File: config.mk
export PLATFORM = sky130hd
export DESIGN_NAME = tdm_slot_xcvr
export DESIGN_NICKNAME = d
export VERILOG_FILES = /design/src/rtl/tdm_slot_pkg.sv /design/src/rtl/tdm_frame_timer.sv /design/src/rtl/tdm_slot_tx.sv /design/src/rtl/tdm_slot_rx.sv /design/src/rtl/tdm_slot_xcvr.sv
export SDC_FILE = /design/constraint.sdc
export NUM_CORES = 1
export LEC_CHECK = 0
export ABC_AREA = 1
export CAP_MARGIN = 20
export CORE_MARGIN = 8
export CORE_UTILIZATION = 40
export CTS_CLUSTER_DIAMETER = 60
export DETAILED_ROUTE_END_ITERATION = 8
export PLACE_DENSITY = 0.66
export SLEW_MARGIN = 0
export SYNTH_ARGS = -nofsm -noshare
export SYNTH_HDL_FRONTEND = slang
export SYNTH_HIERARCHICAL = 1
export SYNTH_SLANG_ARGS = --single-unit
File: constraint.sdc
create_clock -name clk -period 4 [get_ports clk]
set_input_delay 0.6 -clock clk [delete_from_list [all_inputs] [get_ports clk]]
set_output_delay 0.6 -clock clk [all_outputs]
set_load 0.02 [all_outputs]
File: src/rtl/tdm_slot_pkg.sv
package tdm_slot_pkg;

    localparam int SLOTS      = 8;
    localparam int SLOT_BITS  = 32;
    localparam int FRAME_BITS = SLOTS * SLOT_BITS;
    localparam int SLOT_W     = $clog2(SLOTS);
    localparam int BIT_W      = $clog2(SLOT_BITS);
    localparam int CNT_W      = $clog2(2 * FRAME_BITS);

    // Line word, first field goes out first (MSB first).
    typedef struct packed {
        logic [7:0] b1;
        logic [7:0] b2;
        logic [7:0] mon;
        logic [5:0] ci;
        logic [1:0] hs;
    } slot_word_t;

    // Where the current clock sits inside the frame.
    typedef struct packed {
        logic [SLOT_W-1:0] slot;
        logic [BIT_W-1:0]  bitn;
        logic              sample;
    } cell_pos_t;

    function automatic cell_pos_t decode_pos(input logic [CNT_W-1:0] c, input logic dbl);
        cell_pos_t r;
        logic [SLOT_W+BIT_W-1:0] b;
        b        = dbl ? c[CNT_W-1:1] : c[CNT_W-2:0];
        r.slot   = b[BIT_W +: SLOT_W];
        r.bitn   = b[BIT_W-1:0];
        r.sample = !dbl || c[0];
        return r;
    endfunction

    function automatic logic [CNT_W-1:0] last_clk(input logic dbl);
        return dbl ? CNT_W'(2 * FRAME_BITS - 1) : CNT_W'(FRAME_BITS - 1);
    endfunction

endpackage

File: src/rtl/tdm_frame_timer.sv
module tdm_frame_timer
    import tdm_slot_pkg::*;
(
    input  logic             clk,
    input  logic             rst,
    input  logic             dbl,
    input  logic             fsync,
    output logic [CNT_W-1:0] cnt,
    output logic             locked,
    output logic             bad_frame,
    output logic             frame_err,
    output logic             frame_start
);

    logic fs_q;
    logic fs_rise;
    logic at_last;

    assign fs_rise     = fsync & ~fs_q;
    assign at_last     = (cnt == last_clk(dbl));
    assign frame_start = fs_rise | at_last;

    always_ff @(posedge clk) begin
        if (rst) begin
            cnt       <= '0;
            fs_q      <= 1'b0;
            locked    <= 1'b0;
            bad_frame <= 1'b0;
            frame_err <= 1'b0;
        end else begin
            fs_q <= fsync;
            if (fs_rise) begin
                cnt    <= '0;
                locked <= 1'b1;
                if (locked && !at_last) begin
                    bad_frame <= 1'b1;
                    frame_err <= 1'b1;
                end else begin
                    bad_frame <= 1'b0;
                end
            end else if (at_last) begin
                cnt       <= '0;
                bad_frame <= 1'b0;
            end else begin
                cnt <= cnt + 1'b1;
            end
        end
    end

    // a sync edge always restarts the count
    a_r2_resync_zero: assert property (@(posedge clk) disable iff (rst)
        fs_rise |=> (cnt == '0));

    // free-running wrap without a pulse
    a_r9_free_wrap: assert property (@(posedge clk) disable iff (rst)
        (!fs_rise && at_last) |=> (cnt == '0));

    // error flag is sticky
    a_r7_err_sticky: assert property (@(posedge clk) disable iff (rst)
        frame_err |=> frame_err);

endmodule

File: src/rtl/tdm_slot_tx.sv
module tdm_slot_tx
    import tdm_slot_pkg::*;
(
    input  logic              clk,
    input  logic              rst,
    input  logic              load,
    input  slot_word_t        word_in,
    input  logic              locked,
    input  cell_pos_t         pos,
    input  logic [SLOT_W-1:0] sel,
    output logic              dout,
    output logic              oe
);

    slot_word_t       word_q;
    logic [BIT_W-1:0] idx;

    always_ff @(posedge clk) begin
        if (rst) begin
            word_q <= '0;
        end else if (load) begin
            word_q <= word_in;
        end
    end

    // MSB first: bit cell b of the slot carries word bit (SLOT_BITS-1-b)
    assign idx  = ~pos.bitn;
    assign oe   = locked && (pos.slot == sel);
    assign dout = oe & word_q[idx];

    // the transmit word only changes at a frame start
    a_r5_word_hold: assert property (@(posedge clk) disable iff (rst)
        !load |=> $stable(word_q));

endmodule

File: src/rtl/tdm_slot_rx.sv
module tdm_slot_rx
    import tdm_slot_pkg::*;
(
    input  logic              clk,
    input  logic              rst,
    input  logic              din,
    input  logic              locked,
    input  logic              bad_frame,
    input  cell_pos_t         pos,
    input  logic [SLOT_W-1:0] sel,
    output slot_word_t        word_out,
    output logic              valid
);

    logic                 din_s;
    logic [SLOT_BITS-1:0] sh;
    logic                 take;

    // Falling-edge capture of the line
    always_ff @(negedge clk) begin
        din_s <= din;
    end

    assign take = locked && (pos.slot == sel) && pos.sample;

    always_ff @(posedge clk) begin
        if (rst) begin
            sh       <= '0;
            word_out <= '0;
            valid    <= 1'b0;
        end else begin
            valid <= 1'b0;
            if (take) begin
                sh <= {sh[SLOT_BITS-2:0], din_s};
                if (pos.bitn == '1) begin
                    word_out <= {sh[SLOT_BITS-2:0], din_s};
                    valid    <= !bad_frame;
                end
            end
        end
    end

    // strobe lasts exactly one cycle
    a_r6_single_strobe: assert property (@(posedge clk) disable iff (rst)
        valid |=> !valid);

endmodule

File: src/rtl/tdm_slot_xcvr.sv
module tdm_slot_xcvr
    import tdm_slot_pkg::*;
(
    input  logic              clk,
    input  logic              rst,
    input  logic [SLOT_W-1:0] strap_sel,
    input  logic              strap_2x,
    input  logic              fsync,
    input  logic              rx_din,
    input  logic [7:0]        tx_b1,
    input  logic [7:0]        tx_b2,
    input  logic [7:0]        tx_mon,
    input  logic [5:0]        tx_ci,
    input  logic [1:0]        tx_hs,
    output logic              tx_dout,
    output logic              tx_oe,
    output logic [7:0]        rx_b1,
    output logic [7:0]        rx_b2,
    output logic [7:0]        rx_mon,
    output logic [5:0]        rx_ci,
    output logic [1:0]        rx_hs,
    output logic              rx_valid,
    output logic              frame_err
);

    logic [SLOT_W-1:0] sel_q;
    logic              dbl_q;
    logic [CNT_W-1:0]  cnt;
    logic              locked;
    logic              bad_frame;
    logic              frame_start;
    cell_pos_t         pos;
    slot_word_t        tx_word;
    slot_word_t        rx_word;

    // Straps are transparent during reset, frozen afterwards
    always_ff @(posedge clk) begin
        if (rst) begin
            sel_q <= strap_sel;
            dbl_q <= strap_2x;
        end
    end

    assign pos     = decode_pos(cnt, dbl_q);
    assign tx_word = {tx_b1, tx_b2, tx_mon, tx_ci, tx_hs};
    assign {rx_b1, rx_b2, rx_mon, rx_ci, rx_hs} = rx_word;

    tdm_frame_timer i_timer (
        .clk         (clk),
        .rst         (rst),
        .dbl         (dbl_q),
        .fsync       (fsync),
        .cnt         (cnt),
        .locked      (locked),
        .bad_frame   (bad_frame),
        .frame_err   (frame_err),
        .frame_start (frame_start)
    );

    tdm_slot_tx i_tx (
        .clk     (clk),
        .rst     (rst),
        .load    (frame_start),
        .word_in (tx_word),
        .locked  (locked),
        .pos     (pos),
        .sel     (sel_q),
        .dout    (tx_dout),
        .oe      (tx_oe)
    );

    tdm_slot_rx i_rx (
        .clk       (clk),
        .rst       (rst),
        .din       (rx_din),
        .locked    (locked),
        .bad_frame (bad_frame),
        .pos       (pos),
        .sel       (sel_q),
        .word_out  (rx_word),
        .valid     (rx_valid)
    );

    // straps frozen once reset is released
    a_r1_straps_frozen: assert property (@(posedge clk) disable iff (rst)
        1'b1 |=> ($stable(sel_q) && $stable(dbl_q)));

    // strobe follows a clock of the owned subframe
    a_r6_strobe_after_slot: assert property (@(posedge clk) disable iff (rst)
        rx_valid |-> $past(tx_oe));

endmodule

# == Word-level counts from Yosys, hierarchy flattened ==
# Index checks and enable logic that the tools add are counted.
# classes
n_addsub,1
order_cmp,1
n_eq_ne,3
muxes,7
n_bitwise,7
n_reduce_logical,12
# ops
op,n
adder 9 x 1 -> 9 bit (second input constant),1
== test 9 bit,1
2-to-1 mux 9 bit,1
2-to-1 mux 8 bit,1
less-than comparator 5 x 6 -> 1 bit (second input constant),1
OR reduction 3 bit,2
binary-select mux 1 bit (select 5 bit),1
== test 5 bit (second input constant),1
NOT 5 bit,1
2-to-1 mux 1 bit,4
AND reduction 2 bit,2
== test 3 bit,1
logical AND 1 bit,3
logical NOT 1 bit,3
NOT 1 bit,3
bitwise AND 1 bit,2
nonzero test 2 bit,1
logical OR 1 bit,1
bitwise OR 1 bit,1
# word_totals
register_bits,114
output_inout_bits,36
elab_cells,51

# == Longest topological paths before layout ==
# logic_depth
ltp_word,6
mapped_depth,15
ltp_nobuf,12

# == By module ==
# Netlist, hierarchy kept.
# modules_own_cells
module,n_inst,cells_per_inst,area_per_inst_um2,seq_area_each_um2
tdm_slot_rx,1,360,2630.0,1301.2
tdm_slot_tx,1,221,1502.7,640.6
tdm_frame_timer,1,81,596.8,260.2
tdm_slot_xcvr,1,32,232.7,120.1

==> flow_metrics.py <==
metrics = {
    "grt": {
        "top_usage_layer": "met2",
        "use_met2": 0.225,
        "grt.total_usage": 0.146,
        "antenna_found_initial": 0,
        "grt_max_degree": 44,
        "grtUsageMet1": 0.180,
        "grt_pass1_vias": 4231,
        "grt_pass1_wl_mm": 19.4,
        "grt_overflow": 0,
        "grtUsageMet3": 0.0553,
    },
    "cells_and_area": {
        "diodes": 0,
        "drive_gt1_frac": 0.0806,
        "final_cell_mix": "nand2_1, dfxtp_1, nor2_1",
        "area_growth_pct": 28.4,
        "multi_input_area_um2": 2140,
        "finalNetCount": 797,
        "layout.cells.most_common": "nand2_1",
        "area.sequential_um2": 2320,
        "fillCellCount": 1147,
    },
    "floorplan": {
        "pin_count": 76,
        "core_um2": 12100,
        "die_width_um": 127,
        "start_util": 0.411,
        "dieHeight_um": 127,
        "num_rows": 40,
        "die-area_um2": 16200,
    },
    "sta": {
        "setup_viol": 0,
        "relSlewSlack": 0.520,
        "grt_setup_unrepaired": "no",
        "fin_crit_ns": 3.73,
        "worst_slew_pin_slew_ns": 0.718,
        "final_max_slew_viol_count": 0,
        "skew_ns": 0.0215,
        "clock.fmax_ghz": 0.268,
        "tns_ns": 0,
        "fin_crit_sh": 0.932,
        "setup_slack_ns": 0.270,
        "hold_viol": 0,
    },
    "setup_path": {
        "path_cells": "inv_2, nand2_1, nand2_1, inv_8, nand2_1, nand3_1, nand3_2, nand2_1, nand2_1, nand3_1, nand2_1, nor2_1, clkdlybuf4s50_1",
        "cp_data_required_time_ns": 3.40,
        "slowest_delay_ns": 0.62,
        "cp.arrival_ns": 3.13,
        "cpMostUsedCell": "nand2_1",
        "path_max_fanout": 18,
        "crit_buf_inv": 3,
        "slowest_stage": "clkdlybuf4s50_1",
        "critical_path.endpoint_type": "output port",
        "startpoint_type": "flip-flop",
        "crit_type": "flip-flop to output port",
        "cpLargestDelayFamily": "simple AND/OR/NAND/NOR gates",
    },
    "cts": {
        "cts-root-buf": "clkbuf_16",
        "clk_pin_slew_ns": 0.05,
        "htree_levels": 4,
        "cts_made_buffers": 17,
        "cts_setup_buffers": 0,
        "cts_tree": "yes",
        "clock_latency_ns": 0.43,
        "cts.sinks": 114,
        "ctsResizeCount": 0,
        "clock_path_buffers": 2,
        "ctsHoldBuffers": 0,
    },
    "logic_synthesis": {
        "synth_seq_area_share": 0.468,
        "avgSynthCellArea_um2": 7.15,
        "yosys_most_used_dff": "dfxtp_1",
        "synth-seq-cells": 114,
        "synthCells": 694,
        "synth_warnings": 6,
        "ys_types": 31,
        "syn_nets": 735,
        "async_reset_ff_frac": 0,
        "synth_enable_flop_cells": 4,
        "syn-cell-area_um2": 4960,
    },
    "place": {
        "gp_congestion": 0.793,
        "place_ws_ns": 0.737,
        "hpwlAfterDp_mm": 7.80,
        "io_buffers": 75,
    },
    "routing": {
        "via_per_inst": 4.69,
        "dr.pass1.iters": 5,
        "drc_errors": 0,
        "initialDrtViolationCount": 268,
        "ant_nets": 0,
        "totalWireLength_mm": 11.5,
        "wire_per_inst_um": 12.3,
        "vias": 4396,
    },
    "flow_run": {
        "cap_violations": 0,
    },
    "worst_hold_path": {
        "hold_class": "flip-flop to flip-flop",
    },
    "pwr": {
        "p_leak_uw": 0.00259,
        "ir_drop_uv": 294,
        "power.density_nw_per_um2": 456,
    },
    "run_status": {
        "status": "complete, no violations",
    },
}
==> synthesized netlist by cell type (9+ instances only) <==
cell type | instances | share of area
a21oi_1 | 35 | 0.035
buf_2 | 15 | 0.015
clkbuf_1 | 10 | 0.0076
dfxtp_1 | 110 | 0.44
inv_1 | 64 | 0.048
inv_2 | 9 | 0.0068
nand2_1 | 205 | 0.16
nand3_1 | 65 | 0.066
nand4_1 | 15 | 0.019
nor2_1 | 91 | 0.069
o21ai_1 | 31 | 0.031
==> power breakdown <==
part	leakage (uW)	internal [uW]	switching [uW]
logic	0.00135	82.9	108
clock network	0.000315	978	534
registers	0.000933	1180	26.1
total	0.00259	2240	668
==> flip-flops by register name, summed over array words and instances, names as in the netlist <==
signal / cells
i_tx/word_q: 32
i_rx/valid: 1
i_rx/sh: 31
sel_q: 3
i_timer/cnt: 9
i_rx/din_s: 1
i_timer/bad_frame: 1
i_timer/frame_err: 1
i_timer/fs_q: 1
i_rx/word_out: 32
dbl_q: 1
i_timer/locked: 1
==> area by class of cell <==
class / count / share of cell area
tap: 168 / 0.0330
inverter: 74 / 0.0448
clock inverter: 9 / 0.00903
clock buffer: 24 / 0.0874
sequential: 114 / 0.364
multi-input combinational: 469 / 0.336
timing repair buffer: 79 / 0.126
==> final timing paths <==
kind	start	end	slack, ns	depth (start not counted)
worst min-delay path	i_timer/bad_frame	i_rx/valid	0.44	1
worst max-delay path	dbl_q	tx_dout	0.27	13
worst max register to register	dbl_q	i_rx/word_out[7]	1.24	9
worst min register to register	i_timer/bad_frame	i_rx/valid	0.44	1
==> per-layer routing <==
metal,share of wire,wire length [um]
met4,0.014,158
met5,0,0
met3,0.063,725
met1,0.48,5560
met2,0.44,5090
==> kinds of logic (layout without fill, tap and decap cells) <==
group,after synthesis,count (layout),share of synthesized area
compound gates,67,67,0.0676
xor+xnor,6,6,0.0106
fa+ha+maj,1,1,0.00252
buf+inv,111,186,0.101
flops,114,114,0.468
simple gates,395,395,0.351
==> through the flow <==
step	hold WS (ns)	cell area, um^2	instances	utilization	power [uW]
floorplan	0.399	4960	694	-	1350
global placement	0.429	5740	904	0.476	1410
detailed placement	0.426	5740	904	0.476	1420
CTS	0.437	6350	936	0.526	2930
global route	0.460	6370	937	0.528	3020
finish	0.438	6370	937	0.528	2910
Power figures use the tool's default switching activity.
